$ cat src/rtl/bscan_pkg.sv
package bscan_pkg;

    typedef enum logic [1:0] {
        PK_INPUT  = 2'd0,
        PK_OUTPUT = 2'd1,
        PK_TRIOUT = 2'd2,
        PK_BIDIR  = 2'd3
    } pad_kind_e;

    typedef enum logic [1:0] {
        ROLE_IN  = 2'd0,
        ROLE_OUT = 2'd1,
        ROLE_EN  = 2'd2
    } cell_role_e;

    // One pad's three signals, used for latch views and capture values.
    typedef struct packed {
        logic in_v;
        logic out_v;
        logic en_v;
    } pad_sig_t;

    localparam int OP_EXTEST = 0;
    localparam int OP_IDCODE = 1;
    localparam int OP_SAMPLE = 2;

    localparam int KIND_VEC_W = 128;

    function automatic logic [1:0] kind_at(logic [KIND_VEC_W-1:0] kinds, int p);
        return kinds[2*p +: 2];
    endfunction

    function automatic int has_in(logic [1:0] k);
        return (k == PK_INPUT || k == PK_BIDIR) ? 1 : 0;
    endfunction

    function automatic int has_out(logic [1:0] k);
        return (k != PK_INPUT) ? 1 : 0;
    endfunction

    function automatic int has_en(logic [1:0] k);
        return (k == PK_TRIOUT || k == PK_BIDIR) ? 1 : 0;
    endfunction

    function automatic int cells_of(logic [1:0] k);
        return has_in(k) + has_out(k) + has_en(k);
    endfunction

    // Index of the first cell of pad p.
    function automatic int pad_base(logic [KIND_VEC_W-1:0] kinds, int p);
        int acc;
        acc = 0;
        for (int q = 0; q < p; q++) acc += cells_of(kind_at(kinds, q));
        return acc;
    endfunction

    function automatic int chain_len(logic [KIND_VEC_W-1:0] kinds, int n);
        return pad_base(kinds, n);
    endfunction

    function automatic int cell_owner(logic [KIND_VEC_W-1:0] kinds, int n, int c);
        for (int p = 0; p < n; p++)
            if (c < pad_base(kinds, p + 1)) return p;
        return 0;
    endfunction

    function automatic cell_role_e cell_role(logic [KIND_VEC_W-1:0] kinds, int n, int c);
        int p;
        int off;
        logic [1:0] k;
        p   = cell_owner(kinds, n, c);
        off = c - pad_base(kinds, p);
        k   = kind_at(kinds, p);
        if (has_in(k) != 0) begin
            if (off == 0) return ROLE_IN;
            off--;
        end
        if (off == 0) return ROLE_OUT;
        return ROLE_EN;
    endfunction

endpackage

$ cat src/rtl/bscan_cell.sv
module bscan_cell (
    input  logic clk,
    input  logic rst,
    input  logic cap_en,
    input  logic shift_en,
    input  logic upd_en,
    input  logic cap_d,
    input  logic si,
    output logic so,
    output logic lat
);

    logic sr_q;
    logic lat_q;

    always_ff @(posedge clk) begin
        if (rst) begin
            sr_q <= 1'b0;
        end else if (cap_en) begin
            sr_q <= cap_d;
        end else if (shift_en) begin
            sr_q <= si;
        end
    end

    always_ff @(posedge clk) begin
        if (rst) begin
            lat_q <= 1'b0;
        end else if (upd_en) begin
            lat_q <= sr_q;
        end
    end

    assign so  = sr_q;
    assign lat = lat_q;

endmodule

$ cat src/rtl/bscan_pad.sv
module bscan_pad
    import bscan_pkg::*;
#(
    parameter logic [1:0] KIND = PK_BIDIR
) (
    input  logic     extest,
    input  logic     core_o,
    input  logic     core_oe,
    input  logic     pad_i,
    input  pad_sig_t lat,
    output logic     core_i,
    output logic     pad_o,
    output logic     pad_oe,
    output pad_sig_t cap
);

    assign cap = '{in_v: pad_i, out_v: core_o, en_v: core_oe};

    generate
        if (KIND == PK_INPUT) begin : g_in
            assign core_i = extest ? lat.in_v : pad_i;
            assign pad_o  = 1'b0;
            assign pad_oe = 1'b0;
        end else if (KIND == PK_OUTPUT) begin : g_out
            assign core_i = 1'b0;
            assign pad_o  = extest ? lat.out_v : core_o;
            assign pad_oe = 1'b1;
        end else if (KIND == PK_TRIOUT) begin : g_tri
            assign core_i = 1'b0;
            assign pad_o  = extest ? lat.out_v : core_o;
            assign pad_oe = extest ? lat.en_v  : core_oe;
        end else begin : g_bidir
            assign core_i = extest ? lat.in_v  : pad_i;
            assign pad_o  = extest ? lat.out_v : core_o;
            assign pad_oe = extest ? lat.en_v  : core_oe;
        end
    endgenerate

endmodule

$ cat src/rtl/bscan_aux.sv
module bscan_aux #(
    parameter int          ID_W     = 32,
    parameter logic [31:0] ID_VALUE = 32'h0000_18ff
) (
    input  logic clk,
    input  logic rst,
    input  logic id_sel,
    input  logic byp_sel,
    input  logic capture,
    input  logic shift,
    input  logic tdi,
    output logic id_tdo,
    output logic byp_tdo
);

    logic [ID_W-1:0] id_q;
    logic            byp_q;

    always_ff @(posedge clk) begin
        if (rst) begin
            id_q <= '0;
        end else if (id_sel && capture) begin
            id_q <= ID_W'(ID_VALUE);
        end else if (id_sel && shift) begin
            id_q <= {tdi, id_q[ID_W-1:1]};
        end
    end

    always_ff @(posedge clk) begin
        if (rst) begin
            byp_q <= 1'b0;
        end else if (byp_sel && capture) begin
            byp_q <= 1'b0;
        end else if (byp_sel && shift) begin
            byp_q <= tdi;
        end
    end

    assign id_tdo  = id_q[0];
    assign byp_tdo = byp_q;

endmodule

$ cat src/rtl/bscan_chain.sv
module bscan_chain
    import bscan_pkg::*;
#(
    parameter int                  NUM_PADS  = 4,
    parameter logic [2*NUM_PADS-1:0] PAD_KINDS = 8'hE4,
    parameter int                  IR_W      = 4,
    parameter logic [31:0]         ID_VALUE  = 32'h0000_18ff
) (
    input  logic                clk,
    input  logic                rst,
    input  logic [IR_W-1:0]     ir,
    input  logic                tdi,
    input  logic                capture_dr,
    input  logic                shift_dr,
    input  logic                update_dr,
    output logic                tdo,
    output logic [NUM_PADS-1:0] core_i,
    input  logic [NUM_PADS-1:0] core_o,
    input  logic [NUM_PADS-1:0] core_oe,
    input  logic [NUM_PADS-1:0] pad_i,
    output logic [NUM_PADS-1:0] pad_o,
    output logic [NUM_PADS-1:0] pad_oe
);

    localparam logic [KIND_VEC_W-1:0] KINDS_W = KIND_VEC_W'(PAD_KINDS);
    localparam int CHAIN_LEN = chain_len(KINDS_W, NUM_PADS);

    logic sel_ext;
    logic sel_smp;
    logic chain_sel;
    logic id_sel;
    logic byp_sel;

    assign sel_ext   = (ir == IR_W'(OP_EXTEST));
    assign sel_smp   = (ir == IR_W'(OP_SAMPLE));
    assign chain_sel = sel_ext | sel_smp;
    assign id_sel    = (ir == IR_W'(OP_IDCODE));
    assign byp_sel   = !chain_sel && !id_sel;

    logic [CHAIN_LEN-1:0] chain_q;
    logic [CHAIN_LEN-1:0] upd_q;
    logic [CHAIN_LEN-1:0] cap_val;

    pad_sig_t lat_v [NUM_PADS];
    pad_sig_t cap_v [NUM_PADS];

    // Scan cells, cell 0 next to tdo.
    generate
        for (genvar c = 0; c < CHAIN_LEN; c++) begin : g_cell
            localparam int         OWNER = cell_owner(KINDS_W, NUM_PADS, c);
            localparam cell_role_e ROLE  = cell_role(KINDS_W, NUM_PADS, c);
            logic si_c;

            if (c == CHAIN_LEN - 1) begin : g_last
                assign si_c = tdi;
            end else begin : g_mid
                assign si_c = chain_q[c+1];
            end

            if (ROLE == ROLE_IN) begin : g_ci
                assign cap_val[c] = cap_v[OWNER].in_v;
            end else if (ROLE == ROLE_OUT) begin : g_co
                assign cap_val[c] = cap_v[OWNER].out_v;
            end else begin : g_ce
                assign cap_val[c] = cap_v[OWNER].en_v;
            end

            bscan_cell u_cell (
                .clk      (clk),
                .rst      (rst),
                .cap_en   (chain_sel && capture_dr),
                .shift_en (chain_sel && shift_dr),
                .upd_en   (chain_sel && update_dr),
                .cap_d    (cap_val[c]),
                .si       (si_c),
                .so       (chain_q[c]),
                .lat      (upd_q[c])
            );
        end
    endgenerate

    // Pad muxes, one per pad, variant chosen by kind.
    generate
        for (genvar p = 0; p < NUM_PADS; p++) begin : g_pad
            localparam logic [1:0] KIND  = kind_at(KINDS_W, p);
            localparam int         BASE  = pad_base(KINDS_W, p);
            localparam int         HI    = has_in(KIND);
            localparam int         HO    = has_out(KIND);
            localparam int         HE    = has_en(KIND);
            localparam int         I_IDX = BASE;
            localparam int         O_IDX = (HO != 0) ? BASE + HI : 0;
            localparam int         E_IDX = (HE != 0) ? BASE + HI + HO : 0;

            assign lat_v[p] = '{
                in_v:  (HI != 0) ? upd_q[I_IDX] : 1'b0,
                out_v: (HO != 0) ? upd_q[O_IDX] : 1'b0,
                en_v:  (HE != 0) ? upd_q[E_IDX] : 1'b0
            };

            bscan_pad #(.KIND(KIND)) u_pad (
                .extest  (sel_ext),
                .core_o  (core_o[p]),
                .core_oe (core_oe[p]),
                .pad_i   (pad_i[p]),
                .lat     (lat_v[p]),
                .core_i  (core_i[p]),
                .pad_o   (pad_o[p]),
                .pad_oe  (pad_oe[p]),
                .cap     (cap_v[p])
            );
        end
    endgenerate

    logic id_tdo;
    logic byp_tdo;

    bscan_aux #(.ID_W(32), .ID_VALUE(ID_VALUE)) u_aux (
        .clk     (clk),
        .rst     (rst),
        .id_sel  (id_sel),
        .byp_sel (byp_sel),
        .capture (capture_dr),
        .shift   (shift_dr),
        .tdi     (tdi),
        .id_tdo  (id_tdo),
        .byp_tdo (byp_tdo)
    );

    always_comb begin
        if (chain_sel)   tdo = chain_q[0];
        else if (id_sel) tdo = id_tdo;
        else             tdo = byp_tdo;
    end

endmodule

$ cat config.mk
export PLATFORM = sky130hd
export DESIGN_NAME = bscan_chain
export DESIGN_NICKNAME = d
export VERILOG_FILES = /design/src/rtl/bscan_pkg.sv /design/src/rtl/bscan_cell.sv /design/src/rtl/bscan_pad.sv /design/src/rtl/bscan_aux.sv /design/src/rtl/bscan_chain.sv
export SDC_FILE = /design/constraint.sdc
export NUM_CORES = 1
export LEC_CHECK = 0
export CORE_MARGIN = 4
export CORE_UTILIZATION = 45
export CTS_BUF_LIST = sky130_fd_sc_hd__clkbuf_16
export CTS_CLUSTER_DIAMETER = 80
export DETAILED_ROUTE_END_ITERATION = 7
export DONT_BUFFER_PORTS = 1
export PLACE_DENSITY = 0.58
export RECOVER_POWER = 50
export SLEW_MARGIN = 20
export SYNTH_ARGS = -nofsm -noshare
export SYNTH_HDL_FRONTEND = slang
export SYNTH_SLANG_ARGS = --single-unit
$ cat constraint.sdc
create_clock -name clk -period 3 [get_ports clk]
set_input_delay 0.15 -clock clk [delete_from_list [all_inputs] [get_ports clk]]
set_output_delay 0.15 -clock clk [all_outputs]
set_load 0.02 [all_outputs]
==> results.py, run 1 <==
metrics = {
    "layout": {
        "area_growth_pct": 4.43,
        "final_cell_mix": "dfxtp_1 (47), a21oi_1 (34), o21ai_0 (23), nand3_1 (22), nor3_1 (20)",
        "layout-drive-gt1-share_pct": 9.17,
        "antenna_cells": 0,
        "nets": 252,
        "layout_commonest_cell": "dfxtp_1",
    },
    "worst_setup_path": {
        "cp_max_fo": 8,
        "start_kind": "primary input",
        "crit_arrival_ns": 1.96,
        "required_ns": 3.16,
        "worstSetupPathType": "in2reg",
        "endpoint_kind": "flop",
    },
    "placement": {
        "hpwl_mm": 2.47,
        "routabilityCongestion": 0.707,
        "io_buffers": 0,
    },
    "routing": {
        "met3_length_um": 191,
        "detail-route-antenna-nets": 0,
        "route.detailed.wl_per_inst_um": 15.0,
        "dr.pass1.iters": 4,
        "wl_mm": 4.23,
        "drt_iter0_markers": 160,
        "drc": 0,
        "wl_met2_mm": 1.93,
        "num_vias": 1617,
        "highest_layer": "met4",
        "wl_met1_mm": 2.08,
        "viasPerCell": 5.75,
    },
    "floorplanning": {
        "core_area_mm2": 0.00441,
        "rows": 24,
        "die_w_um": 76.1,
        "pin_count": 35,
        "die_h_um": 76.1,
        "start_util_pct": 47.3,
        "dieArea_mm2": 0.00579,
    },
    "synthesis": {
        "synth_top_family_by_area": "simple AND/OR/NAND/NOR gates",
        "synth.distinct_cells": 26,
        "synth_xor_area_share_pct": 0,
        "syn_area_mm2": 0.00209,
        "yosys_register_bits": 47,
        "syn_area_per_cell_um2": 8.45,
        "yosysSeqAreaShare_pct": 45.1,
        "synth_compound_area_share_pct": 17.3,
        "synthCells": 247,
        "yosys.area_share.simple_pct": 22.2,
        "ys_warn_count": 0,
        "synthMuxAreaShare_pct": 7.13,
        "synthAdderAreaFrac_pct": 0,
    },
    "global_route": {
        "grt_pass1_wl_mm": 7.40,
        "track_usage_pct": 15.1,
        "grt_start_max_net_pins": 41,
        "antenna_found_initial": 0,
        "overflow": 0,
        "grt_pass1_vias": 1549,
    },
    "clocking": {
        "cts_root_buf": "clkbuf_16",
        "clk_latency_ns": 0.28,
        "cts_tree": "done",
        "clkTransAtPathRegs_ns": 0.06,
        "clock-sinks": 47,
        "hold_buffers": 1,
        "htree_levels": 2,
        "ctsResizeCount": 0,
        "cts_max_path_buffers": 2,
        "post-cts-setup-buffers": 0,
        "cts_buffers": 5,
    },
    "timing": {
        "fin_crit_ns": 1.80,
        "hold_viol_final": 0,
        "tns_ns": 0,
        "max_freq_ghz": 0.555,
        "worstMarginPinSlew_ns": 1.84,
        "rsz0062_at_grt": "false",
        "slew_violations": 8,
        "skew_ns": 0.00496,
        "slew_headroom_pct": -24.2,
        "fin_crit_sh_pct": 60.0,
        "hold_slack_ns": 0.0213,
        "setup_viol_count_final": 0,
    },
    "pwr": {
        "leakage_nw": 0.680,
        "powerDensity_mw_per_mm2": 556,
        "irDropWorstVdd_v": 0.000321,
    },
    "min_path": {
        "hp-class": "in2reg",
    },
    "status": {
        "violations": "max-capacitance violations, max-slew violations",
        "status": "finished, violations left",
    },
    "run": {
        "cap_violations": 1,
    },
}
final timing paths:
kind / from / to / slack (ns) / cells past startpoint
min reg2reg: u_aux.id_q[29]$_SDFFE_PP0N_ / u_aux.id_q[28]$_SDFFE_PP0N_ / 0.46 / 2
max: ir[0] / g_cell[1].u_cell.lat$_SDFFE_PP0P_ / 1.20 / 3
min: tdi / u_aux.id_q[31]$_SDFFE_PP0N_ / 0.02 / 2
max reg2reg: g_cell[6].u_cell.so$_SDFFE_PP0P_ / g_cell[5].u_cell.so$_SDFFE_PP0P_ / 2.25 / 2
stage by stage:
step | utilization, % | cell area, µm² | worst slack, ns | power, mW | std cells
2_1_floorplan | - | 2100 | 1.57 | 0.729 | 250
3_3_place_gp | 46.3 | 2040 | 1.39 | 0.721 | 274
3_5_place_dp | 46.3 | 2040 | 1.37 | 0.721 | 274
4_1_cts | 49.7 | 2190 | 1.50 | 1.23 | 281
5_1_grt | 49.4 | 2180 | 1.05 | 1.27 | 281
6_report | 49.4 | 2180 | 1.20 | 1.21 | 281
Yosys cell counts:
master | n | area, µm²
mux2_2 | 7 | 78.8
nor3_1 | 20 | 100
or4b_2 | 1 | 10.0
nand2b_1 | 9 | 56.3
nor4b_1 | 2 | 17.5
mux2i_1 | 7 | 70.1
o22ai_1 | 1 | 6.26
buf_4 | 12 | 90.1
or2_2 | 1 | 6.26
clkbuf_2 | 1 | 5.00
nand3_1 | 22 | 110
clkbuf_1 | 18 | 67.6
o21ai_0 | 23 | 115
a21oi_1 | 34 | 170
nor4b_2 | 1 | 15.0
a211oi_1 | 1 | 7.51
or3_4 | 1 | 11.3
buf_1 | 1 | 3.75
nor2_1 | 18 | 67.6
o32ai_1 | 7 | 61.3
dfxtp_1 | 47 | 941
conb_1 | 2 | 7.51
nand3b_1 | 1 | 7.51
nor2b_1 | 8 | 50.1
nor2_2 | 1 | 6.26
or3_1 | 1 | 6.26
critical path, cell delays in order:
cell and delay (ns):
nor4b_1 1.45, mux2i_1 0.30, nor2_1 0.05
report_power, final:
part | internal [mW] | switching, mW | total, mW
registers | 0.630 | 0.00275 | 0.632
logic | 0.0278 | 0.0571 | 0.0850
clock network | 0.296 | 0.200 | 0.496
total | 0.953 | 0.260 | 1.21
per-layer routing:
| layer | vias up | track usage, % |
|---|---|---|
| met1 | 764 | 20.9 |
| met2 | 30 | 23.0 |
| met5 | - | 0 |
| met3 | 2 | 3.90 |
| li1 | 821 | - |
| met4 | 0 | 4.20 |
registers in the layout, indices dropped and copies added (netlist names):
| name | count |
|---|---|
| g_cell.u_cell.lat | 7 |
| g_cell.u_cell.so | 7 |
| u_aux.id_q | 32 |
| u_aux.byp_tdo | 1 |
cell type report:
cell class,instances,area (µm²)
timing repair buffer,5,50.0
fill,455,2230
clock inverter,1,3.75
tap,52,65.1
clock buffer,5,125
multi-input combinational,171,996
sequential,47,941
logic make-up (layout without fill, tap and decap cells):
| group | count (synthesis) | in the layout |
|---|---|---|
| and+or+nand+nor | 86 | 86 |
| AOI/OAI and AO/OA | 66 | 66 |
| DFF | 47 | 47 |
| buffers and inverters | 32 | 11 |
| muxes | 14 | 14 |
| other | 2 | 5 |
Power figures use the tool's default switching activity.
==> inputs of run 2 (changes only) <==
PLACE_DENSITY = 0.6   (was 0.58)
clock period = 1.44 ns   (was 3 ns; I/O delays follow)
==> run 2 against run 1 <==
The run now ends clean. Utilization increased by 2.3 points. Die area unchanged. Cell count increased by 4.3%. Non-clock buffer count increased by 10. Total power increased by 120%. Sequential share of layout area decreased by 1.9 points. Design area increased by 4.6%. Critical path depth decreased by 1. Largest cell class unchanged.
==> results.py, run 2 (synthesized netlist as in run 1, its figures left out) <==
metrics = {
    "placement": {
        "post-place-ws_ns": 0.0874,
        "placed_cell_area_mm2": 0.00212,
        "routabilityCongestion": 0.754,
        "io_buffers": 0,
        "hpwl_mm": 2.64,
    },
    "global_route": {
        "track_usage_pct": 15.6,
        "grtUsageMet3_pct": 5.08,
        "gr-usage-met2_pct": 23.0,
        "antenna_found_initial": 0,
        "grt_pass1_vias": 1592,
        "overflow": 0,
        "grt_pass1_wl_mm": 7.65,
        "use_met1_pct": 21.3,
        "top_usage_layer": "met2",
        "grt_start_max_net_pins": 48,
    },
    "floorplanning": {
        "start_util_pct": 47.3,
        "die_h_um": 76.1,
        "core_area_mm2": 0.00441,
        "pin_count": 35,
        "dieArea_mm2": 0.00579,
        "die_w_um": 76.1,
        "rows": 24,
    },
    "layout": {
        "layout-drive-gt1-share_pct": 12.0,
        "fin_util_pct": 51.7,
        "antenna_cells": 0,
        "multi_input_area_um2": 996,
        "layout.area.seq_um2": 941,
        "fin_area_mm2": 0.00228,
        "area_growth_pct": 9.23,
        "n_fill_cell": 442,
        "top_register": "u_aux.id_q",
        "nets": 262,
        "final_cell_mix": "dfxtp_1 (47), a21oi_1 (34), o21ai_0 (23), nand3_1 (22), nor3_1 (20)",
        "largest_reg_flops": 32,
        "layout_commonest_cell": "dfxtp_1",
    },
    "timing": {
        "max_freq_ghz": 0.782,
        "setup_slack_ns": 0.161,
        "slew_headroom_pct": 65.9,
        "worstMarginPinSlew_ns": 0.513,
        "tns_ns": 0,
        "fin_crit_sh_pct": 88.8,
        "hold_viol_final": 0,
        "slew_violations": 0,
        "skew_ns": 0.00524,
        "fin_crit_ns": 1.28,
        "setup_viol_count_final": 0,
        "rsz0062_at_grt": "false",
    },
    "pwr": {
        "totalPowerFinal_mw": 2.64,
        "irDropWorstVdd_v": 0.000576,
        "leakage_nw": 0.730,
        "powerDensity_mw_per_mm2": 1160,
    },
    "worst_setup_path": {
        "endpoint_kind": "output pin",
        "crit_arrival_ns": 1.21,
        "crit_chain": "o22ai_1 > a21oi_1",
        "required_ns": 1.37,
        "critPathBufInv": 0,
        "worstSetupPathType": "reg2out",
        "cpLargestDelayFamily": "compound AO/OA/AOI/OAI gates",
        "cp_max_fo": 3,
        "crit_slowest_cell": "a21oi_1",
        "start_kind": "flop",
        "slowest_delay_ns": 0.45,
    },
    "routing": {
        "num_vias": 1684,
        "viasPerCell": 5.75,
        "wl_mm": 4.30,
        "drc": 0,
        "route.detailed.wl_per_inst_um": 14.7,
        "detail-route-antenna-nets": 0,
        "drt_iter0_markers": 133,
        "dr.pass1.iters": 4,
    },
    "clocking": {
        "cts_buffers": 5,
        "htree_levels": 2,
        "clock-sinks": 47,
        "cts_tree": "done",
        "cts_root_buf": "clkbuf_16",
        "post-cts-setup-buffers": 0,
        "hold_buffers": 4,
        "clk_latency_ns": 0.29,
        "ctsResizeCount": 0,
        "cts_max_path_buffers": 2,
        "clkTransAtPathRegs_ns": 0.06,
    },
    "run": {
        "cap_violations": 0,
    },
    "min_path": {
        "hp-class": "in2reg",
    },
    "status": {
        "status": "completed",
    },
}
==> run 2: per-stage QoR <==
step | std cells | hold WS [ns]
global placement | 281 | 0.147
floorplan | 250 | 0.220
global route | 293 | 0.0112
detailed placement | 281 | 0.152
CTS | 293 | 0.00265
finish | 293 | 0.00397
==> run 2: cell type report <==
cell class | count | area share (%)
clock inverter | 3 | 0.823
tap | 52 | 2.85
timing repair buffer | 15 | 5.92
clock buffer | 5 | 5.49
multi-input combinational | 171 | 43.7
sequential | 47 | 41.3
==> run 2: final timing paths <==
path / from / endpoint / slack [ns] / cells past startpoint
min reg2reg: u_aux.id_q[25]$_SDFFE_PP0N_ / u_aux.id_q[24]$_SDFFE_PP0N_ / 0.47 / 2
min: core_o[1] / g_cell[1].u_cell.so$_SDFFE_PP0P_ / 0.004 / 2
max reg2reg: g_cell[3].u_cell.so$_SDFFE_PP0P_ / g_cell[2].u_cell.so$_SDFFE_PP0P_ / 0.65 / 2
max: g_cell[0].u_cell.so$_SDFFE_PP0P_ / tdo / 0.16 / 2
==> run 2: routing by layer <==
| layer | up-vias | wire length [µm] |
|---|---|---|
| met1 | 793 | 2080 |
| met3 | 6 | 263 |
| met4 | 0 | 66 |
| met2 | 40 | 1890 |
| li1 | 845 | - |
| met5 | - | 0 |
==> run 2: where the power goes <==
group / switching [mW] / internal [mW] / leakage (nW) / total, mW
clock: 0.492 / 0.643 / 0.0740 / 1.13
combinational: 0.124 / 0.0694 / 0.277 / 0.194
sequential: 0.00588 / 1.31 / 0.379 / 1.32
==> run 2: worst reg2reg max path, stage by stage, from the launching register on <==
cell,delay [ns]
dfxtp_1,0.36
nor2_1,0.06
o32ai_1,0.27
